## config.mk

```make
export PLATFORM = sky130hd
export DESIGN_NAME = spi_cmd_engine
export DESIGN_NICKNAME = d
export VERILOG_FILES = /design/src/rtl/spi_eng_pkg.sv /design/src/rtl/spi_eng_datapath.sv /design/src/rtl/spi_eng_ctrl.sv /design/src/rtl/spi_cmd_engine.sv
export SDC_FILE = /design/constraint.sdc
export NUM_CORES = 1
export LEC_CHECK = 0
export ABC_CLOCK_PERIOD_IN_PS = 6700
export BUFFER_PORTS_ARGS = -buffer_cell sky130_fd_sc_hd__buf_2
export CORE_MARGIN = 8
export CORE_UTILIZATION = 65
export DETAILED_ROUTE_END_ITERATION = 10
export PLACE_DENSITY = 0.92
export SYNTH_ARGS = -nofsm -noshare
export SYNTH_HDL_FRONTEND = slang
export SYNTH_SLANG_ARGS = --single-unit
```

## constraint.sdc

```tcl
create_clock -name clk -period 6.7 [get_ports clk]
set_input_delay 2.01 -clock clk [delete_from_list [all_inputs] [get_ports clk]]
set_output_delay 2.01 -clock clk [all_outputs]
set_load 0.02 [all_outputs]
```

## src/rtl/spi_eng_pkg.sv

```systemverilog
package spi_eng_pkg;
  localparam int DATA_W     = 8;
  localparam int ADDR_W     = 5;
  localparam int COUNT_W    = 8;
  localparam int FIFO_DEPTH = 8;
  localparam int PTR_W      = $clog2(FIFO_DEPTH);
  localparam int BIT_W      = $clog2(DATA_W);

  // Register offsets; software depends on these positions.
  localparam logic [ADDR_W-1:0] OFS_OPCODE = 5'h00;
  localparam logic [ADDR_W-1:0] OFS_COUNTS = 5'h01;
  localparam logic [ADDR_W-1:0] OFS_CTRL   = 5'h02;
  localparam logic [ADDR_W-1:0] OFS_STAT   = 5'h03;
  localparam logic [ADDR_W-1:0] OFS_DATA   = 5'h0C;
  localparam logic [ADDR_W-1:0] OFS_PTR    = 5'h0D;
  localparam logic [ADDR_W-1:0] OFS_XIDX   = 5'h1E;
  localparam logic [ADDR_W-1:0] OFS_XDATA  = 5'h1F;

  localparam int CTRL_RUN_BIT  = 0;
  localparam int CTRL_PCLR_BIT = 4;
  localparam int STAT_BUSY_BIT = 7;

  localparam logic [DATA_W-1:0] XIDX_TX = 8'd5;
  localparam logic [DATA_W-1:0] XIDX_RX = 8'd6;

  typedef enum logic [1:0] {ST_IDLE, ST_LEAD, ST_SHIFT, ST_TRAIL} phase_t;

  // Strobes from control to datapath
  typedef struct packed {
    logic             hostWr;
    logic             hostRd;
    logic             ptrClr;
    logic             loadOp;
    logic             loadFifo;
    logic             loadZero;
    logic             shiftOut;
    logic             sampleIn;
    logic             capture;
    logic [PTR_W-1:0] txIdx;
    logic [PTR_W-1:0] capIdx;
  } dpStrobe_t;
endpackage

```

## src/rtl/spi_eng_datapath.sv

```systemverilog
module spi_eng_datapath
  import spi_eng_pkg::*;
(
  input  logic              clk,
  input  logic              rstN,
  input  dpStrobe_t         strobe,
  input  logic [DATA_W-1:0] wrData,
  input  logic [DATA_W-1:0] opcode,
  input  logic              miso,
  output logic              mosi,
  output logic [DATA_W-1:0] fifoRdData,
  output logic [PTR_W-1:0]  fifoPtr
);
  logic [FIFO_DEPTH-1:0][DATA_W-1:0] memView;
  logic [DATA_W-1:0] txShift;
  logic [DATA_W-1:0] rxShift;

  // One register per FIFO entry; capture and host writes never overlap
  for (genvar e = 0; e < FIFO_DEPTH; e++) begin : g_entry
    logic [DATA_W-1:0] entryQ;
    always_ff @(posedge clk or negedge rstN) begin
      if (!rstN) begin
        entryQ <= '0;
      end else if (strobe.capture && strobe.capIdx == PTR_W'(e)) begin
        entryQ <= rxShift;
      end else if (strobe.hostWr && fifoPtr == PTR_W'(e)) begin
        entryQ <= wrData;
      end
    end
    assign memView[e] = entryQ;
  end

  always_ff @(posedge clk or negedge rstN) begin
    if (!rstN) begin
      fifoPtr <= '0;
    end else if (strobe.ptrClr) begin
      fifoPtr <= '0;
    end else if (strobe.hostWr || strobe.hostRd) begin
      fifoPtr <= fifoPtr + PTR_W'(1);
    end
  end

  always_ff @(posedge clk or negedge rstN) begin
    if (!rstN) begin
      txShift <= '0;
    end else if (strobe.loadOp) begin
      txShift <= opcode;
    end else if (strobe.loadFifo) begin
      txShift <= memView[strobe.txIdx];
    end else if (strobe.loadZero) begin
      txShift <= '0;
    end else if (strobe.shiftOut) begin
      txShift <= {txShift[DATA_W-2:0], 1'b0};
    end
  end

  always_ff @(posedge clk or negedge rstN) begin
    if (!rstN) begin
      rxShift <= '0;
    end else if (strobe.sampleIn) begin
      rxShift <= {rxShift[DATA_W-2:0], miso};
    end
  end

  assign mosi       = txShift[DATA_W-1];
  assign fifoRdData = memView[fifoPtr];
endmodule

```

## src/rtl/spi_eng_ctrl.sv

```systemverilog
module spi_eng_ctrl
  import spi_eng_pkg::*;
#(
  parameter int CLK_DIV = 4
) (
  input  logic              clk,
  input  logic              rstN,
  input  logic [ADDR_W-1:0] regAddr,
  input  logic              regWrEn,
  input  logic              regRdEn,
  input  logic [DATA_W-1:0] regWrData,
  input  logic [DATA_W-1:0] fifoRdData,
  input  logic [PTR_W-1:0]  fifoPtr,
  output logic [DATA_W-1:0] regRdData,
  output logic [DATA_W-1:0] opcode,
  output dpStrobe_t         strobe,
  output logic              busy,
  output logic              spiCsN,
  output logic              spiSclk
);
  localparam int HALF   = CLK_DIV / 2;
  localparam int CNT_W  = $clog2(CLK_DIV);
  localparam int SLOT_W = COUNT_W + 1;

  phase_t             phase;
  logic [CNT_W-1:0]   divCnt;
  logic [BIT_W-1:0]   bitIdx;
  logic [SLOT_W-1:0]  slot;
  logic [PTR_W-1:0]   txIdx;
  logic [PTR_W-1:0]   capIdx;
  logic [COUNT_W-1:0] txCnt;
  logic [COUNT_W-1:0] rxCnt;
  logic [DATA_W-1:0]  xIdx;

  logic wrOk, wrOpcode, wrCounts, wrCtrl, wrXidx, wrXdata;
  logic startReq, divEnd, byteDone, lastByte, capHit, nextIsTx;
  logic [SLOT_W-1:0] lastSlot, firstCap;

  assign busy     = (phase != ST_IDLE);
  assign wrOk     = regWrEn && !busy;
  assign wrOpcode = wrOk && regAddr == OFS_OPCODE;
  assign wrCounts = wrOk && regAddr == OFS_COUNTS;
  assign wrCtrl   = wrOk && regAddr == OFS_CTRL;
  assign wrXidx   = wrOk && regAddr == OFS_XIDX;
  assign wrXdata  = wrOk && regAddr == OFS_XDATA;
  assign startReq = wrCtrl && regWrData[CTRL_RUN_BIT];

  // Frame geometry, from counts that stay frozen while busy
  always_comb begin
    if (txCnt == '0) begin
      lastSlot = (rxCnt == '0) ? '0 : SLOT_W'(rxCnt) - SLOT_W'(1);
      firstCap = '0;
    end else begin
      lastSlot = SLOT_W'(txCnt) + SLOT_W'(rxCnt);
      firstCap = SLOT_W'(txCnt) + SLOT_W'(1);
    end
  end

  assign divEnd   = (divCnt == CNT_W'(CLK_DIV - 1));
  assign byteDone = (bitIdx == BIT_W'(DATA_W - 1));
  assign lastByte = (slot == lastSlot);
  assign capHit   = (rxCnt != '0) && (slot >= firstCap);
  assign nextIsTx = (slot < SLOT_W'(txCnt));

  always_ff @(posedge clk or negedge rstN) begin
    if (!rstN) begin
      opcode <= '0;
      txCnt  <= '0;
      rxCnt  <= '0;
      xIdx   <= '0;
    end else begin
      if (wrOpcode) opcode <= regWrData;
      if (wrXidx)   xIdx   <= regWrData;
      if (wrCounts) begin
        txCnt <= COUNT_W'(regWrData[3:0]);
        rxCnt <= COUNT_W'(regWrData[7:4]);
      end else if (wrXdata && xIdx == XIDX_TX) begin
        txCnt <= COUNT_W'(regWrData);
      end else if (wrXdata && xIdx == XIDX_RX) begin
        rxCnt <= COUNT_W'(regWrData);
      end
    end
  end

  always_ff @(posedge clk or negedge rstN) begin
    if (!rstN) begin
      phase  <= ST_IDLE;
      divCnt <= '0;
      bitIdx <= '0;
      slot   <= '0;
      txIdx  <= '0;
      capIdx <= '0;
    end else begin
      case (phase)
        ST_IDLE: begin
          if (startReq) begin
            phase  <= ST_LEAD;
            divCnt <= '0;
            bitIdx <= '0;
            slot   <= '0;
            txIdx  <= '0;
            capIdx <= PTR_W'(txCnt);
          end
        end
        ST_LEAD: begin
          if (divEnd) begin
            phase  <= ST_SHIFT;
            divCnt <= '0;
          end else begin
            divCnt <= divCnt + CNT_W'(1);
          end
        end
        ST_SHIFT: begin
          divCnt <= divEnd ? '0 : divCnt + CNT_W'(1);
          if (divEnd) begin
            bitIdx <= bitIdx + BIT_W'(1);
            if (byteDone) begin
              if (capHit) capIdx <= capIdx + PTR_W'(1);
              if (lastByte) begin
                phase <= ST_TRAIL;
              end else begin
                slot <= slot + SLOT_W'(1);
                if (nextIsTx) txIdx <= txIdx + PTR_W'(1);
              end
            end
          end
        end
        ST_TRAIL: begin
          if (divEnd) begin
            phase  <= ST_IDLE;
            divCnt <= '0;
          end else begin
            divCnt <= divCnt + CNT_W'(1);
          end
        end
        default: phase <= ST_IDLE;
      endcase
    end
  end

  logic shifting, byteEdge, moreBytes;
  assign shifting  = (phase == ST_SHIFT);
  assign byteEdge  = shifting && divEnd && byteDone;
  assign moreBytes = byteEdge && !lastByte;

  always_comb begin
    strobe          = '0;
    strobe.hostWr   = wrOk && regAddr == OFS_DATA;
    strobe.hostRd   = regRdEn && !busy && regAddr == OFS_DATA;
    strobe.ptrClr   = wrCtrl && regWrData[CTRL_PCLR_BIT];
    strobe.loadOp   = startReq;
    strobe.loadFifo = moreBytes && nextIsTx;
    strobe.loadZero = moreBytes && !nextIsTx;
    strobe.shiftOut = shifting && divEnd && !byteDone;
    strobe.sampleIn = shifting && divCnt == CNT_W'(HALF - 1);
    strobe.capture  = byteEdge && capHit;
    strobe.txIdx    = txIdx;
    strobe.capIdx   = capIdx;
  end

  assign spiCsN  = (phase == ST_IDLE);
  assign spiSclk = shifting && (divCnt >= CNT_W'(HALF));

  always_comb begin
    regRdData = '0;
    case (regAddr)
      OFS_OPCODE: regRdData = opcode;
      OFS_COUNTS: regRdData = {rxCnt[3:0], txCnt[3:0]};
      OFS_CTRL:   regRdData[CTRL_RUN_BIT]  = busy;
      OFS_STAT:   regRdData[STAT_BUSY_BIT] = busy;
      OFS_DATA:   regRdData = fifoRdData;
      OFS_PTR:    regRdData = DATA_W'(fifoPtr);
      OFS_XIDX:   regRdData = xIdx;
      OFS_XDATA: begin
        if (xIdx == XIDX_TX)      regRdData = DATA_W'(txCnt);
        else if (xIdx == XIDX_RX) regRdData = DATA_W'(rxCnt);
      end
      default:    regRdData = '0;
    endcase
  end
endmodule

```

## src/rtl/spi_cmd_engine.sv

```systemverilog
module spi_cmd_engine
  import spi_eng_pkg::*;
#(
  parameter int CLK_DIV = 4
) (
  input  logic              clk,
  input  logic              rstN,
  input  logic [ADDR_W-1:0] regAddr,
  input  logic              regWrEn,
  input  logic              regRdEn,
  input  logic [DATA_W-1:0] regWrData,
  output logic [DATA_W-1:0] regRdData,
  output logic              spiCsN,
  output logic              spiSclk,
  output logic              spiMosi,
  input  logic              spiMiso
);
  dpStrobe_t         strobe;
  logic [DATA_W-1:0] opcode;
  logic [DATA_W-1:0] fifoRdData;
  logic [PTR_W-1:0]  fifoPtr;
  logic              busy;

  spi_eng_ctrl #(.CLK_DIV(CLK_DIV)) ctrl_i (
    .clk        (clk),
    .rstN       (rstN),
    .regAddr    (regAddr),
    .regWrEn    (regWrEn),
    .regRdEn    (regRdEn),
    .regWrData  (regWrData),
    .fifoRdData (fifoRdData),
    .fifoPtr    (fifoPtr),
    .regRdData  (regRdData),
    .opcode     (opcode),
    .strobe     (strobe),
    .busy       (busy),
    .spiCsN     (spiCsN),
    .spiSclk    (spiSclk)
  );

  spi_eng_datapath dp_i (
    .clk        (clk),
    .rstN       (rstN),
    .strobe     (strobe),
    .wrData     (regWrData),
    .opcode     (opcode),
    .miso       (spiMiso),
    .mosi       (spiMosi),
    .fifoRdData (fifoRdData),
    .fifoPtr    (fifoPtr)
  );
endmodule

```

=== Word level (Yosys, flattened, before mapping) ===
Index checks and enable logic that the tools add are counted.

* Add/subtract/negate cells: 9
* $lt $le $gt $ge: 5
* Eq/ne operators: 40
* Mux-type cells: 67
* Reduce and logical (&&, ||, !) cells: 72

{| class="wikitable"
|+ Operators with widths
! operator !! count
|-
| $mux 8 || 29
|-
| $mux 9 || 7
|-
| $bmux 8 s3 || 2
|-
| $logic_and 1x1->1 || 39
|-
| $mux 3 || 12
|-
| $pmux 6 s6 || 1
|-
| $eq 3x3->1 const B || 9
|-
| $reduce_bool 2->1 || 13
|-
| $ne 2x1->1 const B || 9
|-
| $pmux 3 s2 || 3
|-
| $pmux 9 s2 || 1
|-
| $eq 8x3->1 const B || 2
|-
| $logic_not 8->1 || 2
|-
| $mux 2 || 8
|-
| $add 3x1->3 const B || 4
|-
| $eq 3x2->1 const B || 4
|-
| $reduce_and 6->1 || 2
|-
| $eq 5x2->1 const B || 2
|-
| $eq 5x4->1 const B || 2
|-
| $eq 5x5->1 const B || 2
|-
| $reduce_and 5->1 || 2
|-
| $add 8x1->9 const B || 1
|-
| $add 8x8->9 || 1
|-
| $add 9x1->9 const B || 1
|-
| 26 further kinds || 35
|}

* Register bits after elaboration: 137
* Bits of input ports: 18
* Output and inout bits: 11
* Word-level logic and storage cells: 214

=== Longest topological paths before layout ===
* Depth after elaboration: 10
* Depth in mapped cells: 17
* Mapped depth without buffers: 15

=== Modules after synthesis ===
A second synthesis with hierarchy kept.

* Cells, all modules: 1007
* Area, all modules: 9649.3 um2

{| class="wikitable"
|+ Modules (own cells, without submodules)
! module !! times used !! cells an instance !! area each (um2) !! seq. area each (um2)
|-
| spi_eng_datapath || 1 || 494 || 5091.1 || 2077.0
|-
| spi_eng_ctrl || 1 || 513 || 4558.1 || 1351.3
|}

=== Worst setup path after synthesis ===
OpenSTA, ideal clock, no wires.

* Path type: input port to output port
* From: input regAddr[1]
* To: output regRdData[1]
* Arrival time: 3.488 ns
* Data required time: 4.690 ns
* Setup slack: 1.202 ns
* Stages: 7
* Path buffers: 1
* Path through: clkbuf_1 > nand2_1 > nor3_1 > a222oi_1 > nand2_1 > a21oi_1 > o21ai_0

* Longest elaborated chain between the ends: 2
* Elaborated cells between the ends (all ways): 7
* Classes of those cells: eq/ne (5); mux (1); reduce/logical (1)

{| class="wikitable"
|+ Ends and longest elaborated chain
! item !! RTL line !! source
|-
| start: declaration || spi_cmd_engine.sv:8 || <nowiki>input logic [ADDR_W-1:0] regAddr,</nowiki>
|-
| $eq 5x5->1 (tied with other cells) || spi_eng_ctrl.sv:166 || <nowiki>case (regAddr)</nowiki>
|-
| $pmux 6 s6 (*) || spi_eng_ctrl.sv:166 ||
|-
| end: declaration || spi_cmd_engine.sv:12 || <nowiki>output logic [DATA_W-1:0] regRdData,</nowiki>
|}

Mark *: on every way between the ends. The rest lies on a longest branch, timed or not.

=== Final worst setup path ===
* From: input regAddr[4]
* To: output regRdData[2]

The elaborated chain is that of the path after synthesis.

==> metrics <==
Setup TNS Final 0 ns; Critical Path Sink Type primary output; Clk Latency, worst-skew pair 0.45 ns; min cycle time layout 5.953 ns; drt drc 0; Power Density 342.7 nW/um2; Worst Hold Depth 2; die width 137.8 um; Max Buffers Root-to-Sink 2; post-cts resize count 0; Final HPWL DP 18,170 um; ys async rst share 100.0%; crit-path most repeated cell buf_2; Final Hold Viols 0; WL met1 9907 um; Max-Cap Viols 0; critical path class in -> out; fin nets 958; crit path DAT 3.94 ns; fin cells 1,086; wire length of the first global-routing pass 43,240 um; ANT cells 0; largest net degree at the start of global routing 94; DRT Pass-1 Iters 8; postcts setup bufs 0; met2 WL post-DR 13,490 um; gr usage total 29.84%; clk_skew 0.01005 ns; Detail Route Antenna Nets 0; period utilization 88.85%; Initial Utilization 66.37%; WP buf/inv 2; Yosys warnings 0; CP peak stage delay 0.67 ns; Routed WL 27,010 um; Rows 44; reg-to-reg startpoint ctrl_i.txCnt[1]; hold wc startpoint dp_i.txShift[4]; worst min-delay path category reg -> reg; worst-path cell chain buf_2, or3_1, nor3_1, a222oi_1, nand2_1, a21oi_1, o21ai_0, buf_2; Cell variety after synth 80; top routing layer in use met4; CP top delay family simple AND/OR/NAND/NOR gates; Worst-path clk slew 0.06 ns; die area 18,990 um2; #FFs+latches synth 137; Synth Flop Type dfrtp_1; # IOs 29; vias in the first global route 7,969; core box area 14,530 um2; Met3 Routed Length 2317 um; Startpoint Class input port; slowest stage cell on the critical path nor3_1; Required @ worst endpoint 4.69 ns; Max Clock Freq 168.0 MHz; Seq/Total Area, Yosys 35.54%; dpl cells 1,054; RSZ-0062 raised after global routing no; initial antenna violation count 0; mapped cell area 9646 um2; reg2reg end dp_i.g_entry[1].entryQ[7]; final setup violating endpoints 0; DR vias/cell 7.214; PortBufs 28; Syn Nets 956; area grow syn2layout 7.432%; number of hold buffers added after CTS 0; Mapped Cells 887; gpl congestion 0.8994; root buffer cell clkbuf_16; DR vias 7,834; status completed; DRT iter0 DRCs 1,083; fill cell count 963; Slew @ Worst Pin 1.097 ns; Congestion Overflow GR 0; hold endpoint dp_i.txShift[4]; Synth Area per Inst 10.87 um2; WL/cell 24.87 um; post-synth top area share 35.54%; Reg2Reg Setup Slack 2.01 ns; total CTS buffers 17; worst vdd ir 0.2382 mV; Post-synth EDFFs 0; Worst Reg-to-Reg Cells 15; Synth area leaders dfrtp_1 36%, mux2_2 18%, mux4_2 7.5%; LEAKAGE 4.758 nW; worst-path maximum fanout 7; Synth area leader dfrtp_1; layout cells sized above 1 30.82%; CTS H-tree depth 4; CTS tree built; relative slew slack 26.74%; fin. max-slew vios 0; chip height 137.8 um; Sinks on Clock Net 137
[sequential cells by signal, indices dropped and copies added (netlist names), 3 cells and up]
register and flops:
dp_i.g_entry.entryQ 64, ctrl_i.slot 9, ctrl_i.opcode 8, ctrl_i.rxCnt 8, ctrl_i.txCnt 8, ctrl_i.xIdx 8
dp_i.rxShift 8, dp_i.txShift 8, ctrl_i.bitIdx 3, ctrl_i.capIdx 3, ctrl_i.txIdx 3, dp_i.fifoPtr 3
[worst min-delay path: stages, from the launching register on]
cell and delay, ns:
dfrtp_1 0.35, nand2_1 0.05, o31ai_1 0.07
[cell usage after synthesis, types with 5 or more instances]
cell        n
nor3_1     12
and3_1      7
dfrtp_1   137
ha_1       50
or3_1       8
mux2i_1    22
a21oi_1    19
inv_1      32
mux2_2    158
clkbuf_1   32
o211ai_1    7
buf_6       6
a21o_1     10
nand3_1    24
mux4_2     32
o21a_1      5
a222oi_1    7
o21ai_0    42
xnor2_1    16
nor4_1     10
a211oi_1    9
o31ai_1     6
nor2_1     34
a22oi_1     9
nand2_1    80
buf_1      11
[cell families (layout without fill, tap and decap cells)]
group	count (synthesis)	after routing	synth area share, %
simple gates	216	216	11.44
mux	215	215	28.55
compound gates	162	162	12.03
flops	137	137	35.54
buf+inv	87	102	4.021
fa+ha+maj	51	51	6.693
xor+xnor	19	19	1.725
[report_power, final]
group,switching [mW],internal (mW),total (mW)
Combinational,0.730,0.630,1.36
Sequential,0.333,0.984,1.32
Clock,0.391,0.484,0.874
Total,1.45,2.10,3.55
[cell usage in the layout (no fill, tap or decap), drive strengths merged, types with 24 or more instances in the layout]
master    n
o21ai    47
nor2     35
ha       50
nand2    80
nand3    24
mux2    161
mux4     32
buf      36
inv      35
dfrtp   137
[how the worst max path moves through the flow]
| stage | cells after the start | slack [ns] | startpoint | end |
|---|---|---|---|---|
| finish | 8 | 0.75 | regAddr[4] | regRdData[2] |
| global route | 8 | 0.69 | regAddr[4] | regRdData[2] |
| CTS | 8 | 0.82 | regAddr[4] | regRdData[2] |
| detailed placement | 8 | 0.87 | regAddr[4] | regRdData[1] |
| global placement | 8 | 0.90 | regAddr[4] | regRdData[1] |
| floorplan | 7 | 1.20 | regAddr[1] | regRdData[1] |
[stage by stage]
step | utilization, % | setup WS (ns) | power (mW) | area [um2] | hold WS (ns)
floorplan | - | 1.202 | 2.287 | 9646 | 0.4485
global placement | 67.58 | 0.9044 | 2.545 | 9822 | 0.4666
detailed placement | 67.58 | 0.8671 | 2.624 | 9822 | 0.4822
CTS | 71.30 | 0.8168 | 3.510 | 10360 | 0.5009
global route | 71.30 | 0.6858 | 3.718 | 10360 | 0.5351
finish | 71.30 | 0.7471 | 3.551 | 10360 | 0.5126
[routing by layer]
layer	GRT usage, %	vias up
li1	-	3341
met1	35.29	3840
met2	49.50	516
met3	6.856	137
met4	16.36	0
met5	0	-
[final cells by class]
type | count | area [um2] | area share [%]
clock inverter | 13 | 97.59 | 0.9418
timing repair buffer | 36 | 206.4 | 1.992
sequential | 137 | 3428 | 33.08
tap | 184 | 230.2 | 2.222
inverter | 34 | 127.6 | 1.232
multi-input combinational | 663 | 5829 | 56.25
clock buffer | 19 | 442.9 | 4.274
No activity file was read; power rests on OpenSTA's default activity.
